## src/rtl/ldg_pkg.sv

```systemverilog
package ldg_pkg;
  // Register offsets within the translation register window
  localparam int STATUS_OFS = 'h824;
  localparam int CTRL_OFS   = 'h828;
  // Status field positions
  localparam int ST_DOWN_BIT = 0;
  localparam int ST_LINK_BIT = 1;
  localparam int ST_BUSY_BIT = 2;

  typedef enum logic [1:0] {
    SEL_NONE   = 2'd0,
    SEL_STATUS = 2'd1,
    SEL_CTRL   = 2'd2
  } reg_sel_e;
endpackage

```

## src/rtl/ldg_down_flag.sv

```systemverilog
module ldg_down_flag (
  input  logic clk,
  input  logic rst_n,
  input  logic eff_link,
  input  logic sbr_pulse,
  input  logic sw_clr,
  input  logic auto_clr,
  output logic down,
  output logic fall,
  output logic set_evt
);
  logic link_q;
  logic down_q;

  // link_q starts low, so the first rise is not a down event
  always_ff @(posedge clk or negedge rst_n) begin
    if (!rst_n) link_q <= 1'b0;
    else        link_q <= eff_link;
  end

  assign fall    = link_q & ~eff_link;
  assign set_evt = fall | sbr_pulse;

  // setting outranks every clear source
  always_ff @(posedge clk or negedge rst_n) begin
    if (!rst_n)                   down_q <= 1'b0;
    else if (set_evt)             down_q <= 1'b1;
    else if (sw_clr || auto_clr)  down_q <= 1'b0;
  end

  assign down = down_q;
endmodule

```

## src/rtl/ldg_recovery_timer.sv

```systemverilog
module ldg_recovery_timer #(
  parameter int CNT_W = 31
) (
  input  logic             clk,
  input  logic             rst_n,
  input  logic             start,
  input  logic             cancel,
  input  logic [CNT_W-1:0] load_val,
  output logic             done,
  output logic             busy
);
  localparam logic [CNT_W-1:0] ONE = CNT_W'(1);
  logic [CNT_W-1:0] cnt_q;

  always_ff @(posedge clk or negedge rst_n) begin
    if (!rst_n)      cnt_q <= '0;
    else if (start)  cnt_q <= load_val;
    else if (cancel) cnt_q <= '0;
    else if (busy)   cnt_q <= cnt_q - ONE;
  end

  assign busy = (cnt_q != '0);
  assign done = (cnt_q == ONE);

  a_r11_cancel_idles: assert property (@(posedge clk) disable iff (!rst_n)
    (cancel && !start) |=> !busy);
endmodule

```

## src/rtl/ldg_access_hold.sv

```systemverilog
module ldg_access_hold #(
  parameter int PAY_W = 65
) (
  input  logic             clk,
  input  logic             rst_n,
  input  logic             stall,
  input  logic             in_valid,
  output logic             in_ready,
  input  logic [PAY_W-1:0] in_pay,
  output logic             out_valid,
  input  logic             out_ready,
  output logic [PAY_W-1:0] out_pay
);
  logic             hold_v;
  logic [PAY_W-1:0] hold_pay;
  logic             pop;
  logic             push;

  assign out_valid = hold_v & ~stall;
  assign pop       = out_valid & out_ready;
  assign in_ready  = ~hold_v | pop;
  assign push      = in_valid & in_ready;
  assign out_pay   = hold_pay;

  always_ff @(posedge clk or negedge rst_n) begin
    if (!rst_n) begin
      hold_v   <= 1'b0;
      hold_pay <= '0;
    end else if (push) begin
      hold_v   <= 1'b1;
      hold_pay <= in_pay;
    end else if (pop) begin
      hold_v   <= 1'b0;
    end
  end

  // an entry that did not leave stays put, untouched
  a_r9_hold_stable: assert property (@(posedge clk) disable iff (!rst_n)
    (hold_v && !pop) |=> (hold_v && $stable(hold_pay)));
endmodule

```

## src/rtl/link_down_gate.sv

```systemverilog
module link_down_gate #(
  parameter int ADDR_W = 12,
  parameter int DATA_W = 32,
  parameter int ACC_AW = 32,
  parameter int ACC_DW = 32
) (
  input  logic              clk,
  input  logic              rst_n,
  input  logic              link_up,
  input  logic              phy_en,
  input  logic              sbr_pulse,
  input  logic              reg_wr_en,
  input  logic [ADDR_W-1:0] reg_addr,
  input  logic [DATA_W-1:0] reg_wdata,
  output logic [DATA_W-1:0] reg_rdata,
  input  logic              acc_in_valid,
  output logic              acc_in_ready,
  input  logic              acc_in_write,
  input  logic [ACC_AW-1:0] acc_in_addr,
  input  logic [ACC_DW-1:0] acc_in_wdata,
  output logic              acc_out_valid,
  input  logic              acc_out_ready,
  output logic              acc_out_write,
  output logic [ACC_AW-1:0] acc_out_addr,
  output logic [ACC_DW-1:0] acc_out_wdata
);
  import ldg_pkg::*;

  localparam int CNT_W = DATA_W - 1;
  localparam int PAY_W = 1 + ACC_AW + ACC_DW;

  logic             eff_link;
  reg_sel_e         sel;
  logic             sw_clr;
  logic             ctrl_en;
  logic [CNT_W-1:0] ctrl_cnt;
  logic             tmr_start;
  logic             tmr_done;
  logic             tmr_busy;
  logic             down_q;
  logic             link_fall;
  logic             set_evt;
  logic [PAY_W-1:0] out_pay;

  assign eff_link = link_up & phy_en;

  always_comb begin
    if (reg_addr == ADDR_W'(STATUS_OFS))    sel = SEL_STATUS;
    else if (reg_addr == ADDR_W'(CTRL_OFS)) sel = SEL_CTRL;
    else                                    sel = SEL_NONE;
  end

  assign sw_clr = reg_wr_en && (sel == SEL_STATUS) && !reg_wdata[ST_DOWN_BIT];

  always_ff @(posedge clk or negedge rst_n) begin
    if (!rst_n) begin
      ctrl_en  <= 1'b0;
      ctrl_cnt <= '0;
    end else if (reg_wr_en && sel == SEL_CTRL) begin
      ctrl_en  <= reg_wdata[DATA_W-1];
      ctrl_cnt <= reg_wdata[CNT_W-1:0];
    end
  end

  assign tmr_start = sbr_pulse & ctrl_en & (ctrl_cnt != '0);

  ldg_down_flag u_flag (
    .clk      (clk),
    .rst_n    (rst_n),
    .eff_link (eff_link),
    .sbr_pulse(sbr_pulse),
    .sw_clr   (sw_clr),
    .auto_clr (tmr_done),
    .down     (down_q),
    .fall     (link_fall),
    .set_evt  (set_evt)
  );

  ldg_recovery_timer #(.CNT_W(CNT_W)) u_timer (
    .clk     (clk),
    .rst_n   (rst_n),
    .start   (tmr_start),
    .cancel  (link_fall),
    .load_val(ctrl_cnt),
    .done    (tmr_done),
    .busy    (tmr_busy)
  );

  ldg_access_hold #(.PAY_W(PAY_W)) u_hold (
    .clk      (clk),
    .rst_n    (rst_n),
    .stall    (down_q),
    .in_valid (acc_in_valid),
    .in_ready (acc_in_ready),
    .in_pay   ({acc_in_write, acc_in_addr, acc_in_wdata}),
    .out_valid(acc_out_valid),
    .out_ready(acc_out_ready),
    .out_pay  (out_pay)
  );

  assign {acc_out_write, acc_out_addr, acc_out_wdata} = out_pay;

  always_comb begin
    reg_rdata = '0;
    unique case (sel)
      SEL_STATUS: begin
        reg_rdata[ST_DOWN_BIT] = down_q;
        reg_rdata[ST_LINK_BIT] = eff_link;
        reg_rdata[ST_BUSY_BIT] = tmr_busy;
      end
      SEL_CTRL: begin
        reg_rdata[DATA_W-1]  = ctrl_en;
        reg_rdata[CNT_W-1:0] = ctrl_cnt;
      end
      default: reg_rdata = '0;
    endcase
  end

  a_r5_set_wins: assert property (@(posedge clk) disable iff (!rst_n)
    set_evt |=> down_q);
  a_r4_sw_clear: assert property (@(posedge clk) disable iff (!rst_n)
    (sw_clr && !set_evt) |=> !down_q);
  a_r8_auto_clear: assert property (@(posedge clk) disable iff (!rst_n)
    (tmr_done && !set_evt) |=> !down_q);
  a_r7_release: assert property (@(posedge clk) disable iff (!rst_n)
    ($fell(down_q) && !acc_in_ready) |-> acc_out_valid);
endmodule

```

## config.mk

```make
export PLATFORM = sky130hd
export DESIGN_NAME = link_down_gate
export DESIGN_NICKNAME = d
export VERILOG_FILES = /design/src/rtl/ldg_pkg.sv /design/src/rtl/ldg_down_flag.sv /design/src/rtl/ldg_recovery_timer.sv /design/src/rtl/ldg_access_hold.sv /design/src/rtl/link_down_gate.sv
export SDC_FILE = /design/constraint.sdc
export NUM_CORES = 1
export LEC_CHECK = 0
export ABC_AREA = 1
export BUFFER_PORTS_ARGS = -buffer_cell sky130_fd_sc_hd__buf_2
export CAP_MARGIN = 20
export CORE_MARGIN = 4
export CORE_UTILIZATION = 35
export CTS_CLUSTER_SIZE = 10
export DETAILED_ROUTE_END_ITERATION = 7
export PLACE_DENSITY_LB_ADDON = 0.3
export SETUP_SLACK_MARGIN = 0.3
export SLEW_MARGIN = 30
export SYNTH_ARGS = -nofsm -noshare
export SYNTH_HDL_FRONTEND = slang
export SYNTH_SLANG_ARGS = --single-unit
```

## constraint.sdc

```tcl
create_clock -name clk -period 1.88 [get_ports clk]
set_clock_uncertainty 0.05 [all_clocks]
set_input_delay 0.282 -clock clk [delete_from_list [all_inputs] [get_ports clk]]
set_output_delay 0.282 -clock clk [all_outputs]
set_load 0.01 [all_outputs]
```

# After elaboration in Yosys (flattened, before gate mapping)
# Cells that the tools add are included.
totals:
  input_bits: 117
  regBits: 131
classes:
  n_reduce_logical: 10
  n_mux: 11
  add_sub_neg: 1
  eq_ne: 5
  bitwise_logic: 12
ops:
  columns: ["operator", "n"]
  rows:
  - ["$mux W31", 3]
  - ["$reduce_bool A31 Y1", 2]
  - ["$eq A31 B1 Y1 const B", 1]
  - ["$sub A31 B1 Y31 const B", 1]
  - ["$mux W29", 1]
  - ["$eq A12 B12 Y1 const B", 2]
  - ["$and A1 B1 Y1", 7]
  - ["$pmux W3 S2", 1]
  - ["$mux W1", 4]
  - ["$mux W2", 2]
  - ["$reduce_bool A2 Y1", 2]
  - ["$logic_and A1 B1 Y1", 3]
  - ["$not A1 Y1", 3]
  - ["$reduce_bool A3 Y1", 1]
  - ["$eq A2 B1 Y1 const B", 1]
  - ["$eq A2 B2 Y1 const B", 1]
  - ["$or A1 B1 Y1", 2]
  - ["$logic_not A1 Y1", 1]
  - ["$logic_or A1 B1 Y1", 1]

# Depth between registers and ports, before layout
logic_depth:
  word_depth: 9
  ltp_mapped: 12

# Modules after synthesis
# From an unflattened synthesis, not the netlist that was laid out.
hier_totals:
  cells_unflattened: 911
  hier_area_um2: 6810.3
modules_own_cells:
  columns: ["mod", "seq_area_each_um2", "cells_each", "area_each_um2", "n_inst"]
  rows:
  - ["ldg_access_hold", 1651.6, 289, 2645.0, 1]
  - ["ldg_recovery_timer", 775.7, 348, 2277.2, 1]
  - ["link_down_gate", 800.8, 264, 1803.0, 1]
  - ["ldg_down_flag", 50.0, 10, 85.1, 1]

# Worst setup path before layout
# OpenSTA, ideal clock, no wires.
synth_path:
  path_type: "reg-to-output"
  from: "register u_timer.cnt_q[0]"
  to: "output reg_rdata[2]"
  t_arrival_ns: 1.499
  stages_incl_launch_ff: 9
  setup_slack_ns: 0.049
  n_path_buf: 0
  path_cell_list: "dfrtp_1 > inv_1 > ha_1 > nand2_2 > nor2_8 > nand2_1 > nor2_1 > nand3_1 > a22o_1"
synth_via:
  elab_chain_cells: 2
synth_lines:
  columns: ["element", "line_no", "text"]
  rows:
  - ["start: declaration", "ldg_recovery_timer.sv:13", "logic [CNT_W-1:0] cnt_q;"]
  - ["start signal: assignment", "ldg_recovery_timer.sv:17", "else if (start) cnt_q <= load_val;"]
  - ["start signal: assignment", "ldg_recovery_timer.sv:19", "else if (busy) cnt_q <= cnt_q - ONE;"]
  - ["$reduce_bool A31 Y1", "ldg_recovery_timer.sv:22", "assign busy = (cnt_q != '0);"]
  - ["$pmux W3 S2", "link_down_gate.sv:105", "unique case (sel)"]
  - ["end: declaration", "link_down_gate.sv:15", "output logic [DATA_W-1:0] reg_rdata,"]
# No other way between the ends.

# Worst setup path after layout
layout_path:
  from: "register u_timer.cnt_q[22]"
  to: "output reg_rdata[2]"
# Same word-level chain as after synthesis.

==> out/qor.yml <==
sta:
  rsz0062_at_grt: "true"
  setup_viol_count_final: 32
  setup_ws_ps: -426
  fin_crit_sh_pct: 123
  worstMarginPinSlew_ps: 357
  relSlewSlack_pct: 76.2
  min_period_ps: 2310
  setup_tns_ps: -9620
  drv_slew: 0
  timing.fmax_ghz: 0.434
  hold_viol_final: 0
logic_synthesis:
  netlist_instances: 705
  syn_area_um2: 6330
  netlist_top_cells_area: "dfrtp_1 52%, mux2_2 12%, nor2_1 9.4%, nand2_1 7.6%, inv_1 3.7%"
  synth-seq-cells: 131
  yosysWarningCount: 0
  ys_seq_area_share_pct: 51.8
  synth_nets: 824
  synth.largest_area_cell: "dfrtp_1"
  yosysTopAreaCellShare_pct: 51.8
  synth.avg_cell_area_um2: 8.98
  ys_types: 32
floorplan:
  coreArea_um2: 17500
  fp-row-count: 48
  die_x_um: 143
  io_pins: 216
  start_util_pct: 36.1
  fp.dieH_um: 143
  die_area_um2: 20300
routing:
  post_drt_via_cell_ratio: 5.01
  drt-initial-drc-count: 417
  drc: 0
  first_pass_iters: 7
  wirelength_mm: 22.1
  ant_nets: 0
  avgRoutedWirePerCell_um: 17.6
  num_vias: 6289
clock_tree:
  cts_sinks: 131
  clock_latency_ps: 420
  clkSlewWorstSetupHoldPaths_ps: 60
  htree_levels: 4
  cts-buffers-inserted: 17
  clockBufferDepth: 2
  cts_tree: "yes"
  clock-root-buffer: "clkbuf_16"
power:
  vdd_drop_max_mv: 0.754
  p_per_area_nw_per_um2: 1010
  power.leakage_nw: 4.88
setup_path:
  rrSetupSlack_ps: -350
  crit_cells: 6
  start_kind: "register"
  cpMaxStageDelayCell: "dfrtp_1"
  timing.rr.end: "u_timer.cnt_q[29]"
  endpoint: "reg_rdata[2]"
  critPathTopFamily: "simple AND/OR/NAND/NOR gates"
  path_buf_inv: 1
  cp.arrival_ps: 1970
  cp.required_ps: 1550
  reg2reg_depth: 13
  cp-end-kind: "output port"
  crit_path_start: "u_timer.cnt_q[22]"
  path_cells: "nor2_1 > nand2_1 > nor2_2 > nand3_4 > a22o_1 > buf_2"
  timing.rr.start: "u_timer.cnt_q[18]"
  max_stage_delay_ps: 430
  worstPathMaxFanout: 4
  crit_type: "reg -> out"
finish:
  syn_to_final_growth_pct: 54.9
  antennaDiodeCount: 0
  final_cells: 1256
  drive_above_1_share_pct: 49.6
  final_nets: 1138
  finish.utilization_pct: 55.9
  mostFrequentLayoutCells: "181 x buf_2, 131 x dfrtp_1, 110 x nand2_1, 110 x nor2_1, 73 x buf_4"
  fill_cells: 1461
  final_common_cell: "buf_2"
placed_design:
  dp_cells: 1155
  place_ws_ps: 12.8
  numPortBuffers: 215
  gp_congestion: 0.898
  hpwlAfterDp_mm: 14.3
min_path:
  hold_path_class: "in -> reg"
outcome:
  violations: "setup timing"
  status: "finished, violations left"
global_route:
  grt_pass1_vias: 6622
  gr-total-overflow: 0
  grtUsageTotal_pct: 20.8
  grt_pass1_wl_mm: 33.1
  antenna_found_initial: 0
  grt_max_degree: 36
run:
  maxCapViolCount: 0
## where the power goes
| part | internal, mW | switching, mW |
|---|---|---|
| combinational | 1.38 | 1.31 |
| sequential | 3.60 | 0.412 |
| clock | 1.82 | 1.34 |
| total | 6.80 | 3.06 |
## registers in the layout, indices dropped and copies added, names as in the netlist
name and flops:
u_hold.hold_v 1, ctrl_cnt 31, u_timer.cnt_q 31, u_flag.link_q 1, u_flag.down 1, ctrl_en 1, u_hold.out_pay 65
## worst min-delay path by stage
| stage | slack (ps) | cells past startpoint | to | from |
|---|---|---|---|---|
| finish | 40 | 2 | u_hold.out_pay[18] | acc_in_wdata[18] |
| global route | 30 | 2 | u_hold.out_pay[9] | acc_in_wdata[9] |
| CTS | 30 | 2 | u_hold.out_pay[15] | acc_in_wdata[15] |
| detailed placement | 150 | 1 | u_timer.cnt_q[10] | rst_n |
| global placement | 150 | 1 | ctrl_cnt[10] | rst_n |
| floorplan | -60 | 0 | ctrl_cnt[0] | rst_n |
## metal layers
metal  vias to the layer above  track usage [%]  part of all wire (%)
li1                       2876                -                     -
met5                         -                0                     0
met1                      2994             23.2                    36
met2                       335             35.9                    51
met3                        84             7.46                   9.0
met4                         0             9.25                   4.0
## worst reg2reg max path: cells and delay by family, from the launching register on
kind,cells,cell delay (ps)
AOI/OAI and AO/OA,1,60
buffers and inverters,6,720
DFF,1,400
and+or+nand+nor,6,890
## layout make-up
type                            count  area (um2)  area share (%)
Clock buffer                       17         425            4.34
Clock inverter                     14         130            1.33
Timing Repair Buffer              320        2280            23.2
Inverter                           64         250            2.55
Multi-Input combinational cell    485        3160            32.3
Sequential cell                   131        3280            33.4
Tap cell                          225         282            2.87
## kinds of logic after synthesis
kind of cell	synth area share (%)
fa+ha+maj	0.395
xor+xnor	2.63
buf+inv	6.28
flops	51.8
mux	11.6
compound gates	5.26
simple gates	22.1
## metrics by stage
step / cell area (um2) / power, mW / hold WS [ps]
after floorplan: 6370 / 5.31 / -63.6
after CTS: 9430 / 9.87 / 25.2
after global routing: 9810 / 10.4 / 31.3
final: 9810 / 9.87 / 38.5
after detailed placement: 7880 / 6.56 / 152
after global placement: 7880 / 6.49 / 154
## cells in the mapped netlist
cell type	instances
nand3_1	15
buf_2	9
buf_1	1
o21bai_1	1
o21ai_1	10
a21oi_1	46
nor3_1	2
nor2_1	158
and2_1	1
o21ai_4	1
nand2_1	129
nor2_8	1
nand3b_1	5
buf_6	4
mux2_2	65
nand3_2	1
nor3_2	1
a22o_1	1
inv_1	62
buf_4	6
ha_1	2
xnor2_1	9
nand2_2	3
dfrtp_1	131
nor4_1	1
inv_2	2
clkbuf_1	5
nand4_1	13
nor2_4	2
nor2_2	4
xor2_1	10
o21ai_0	4
## timing repair
item                                    CTS  global route
hold buffers                              1             0
setup buffers                            58             8
pin swaps                                33            29
gates resized for setup                 119            79
cloned                                    3             0
endpoints found under the setup margin   83            65
hold endpoints to repair                 31             0
Power figures use the tool's default switching activity.
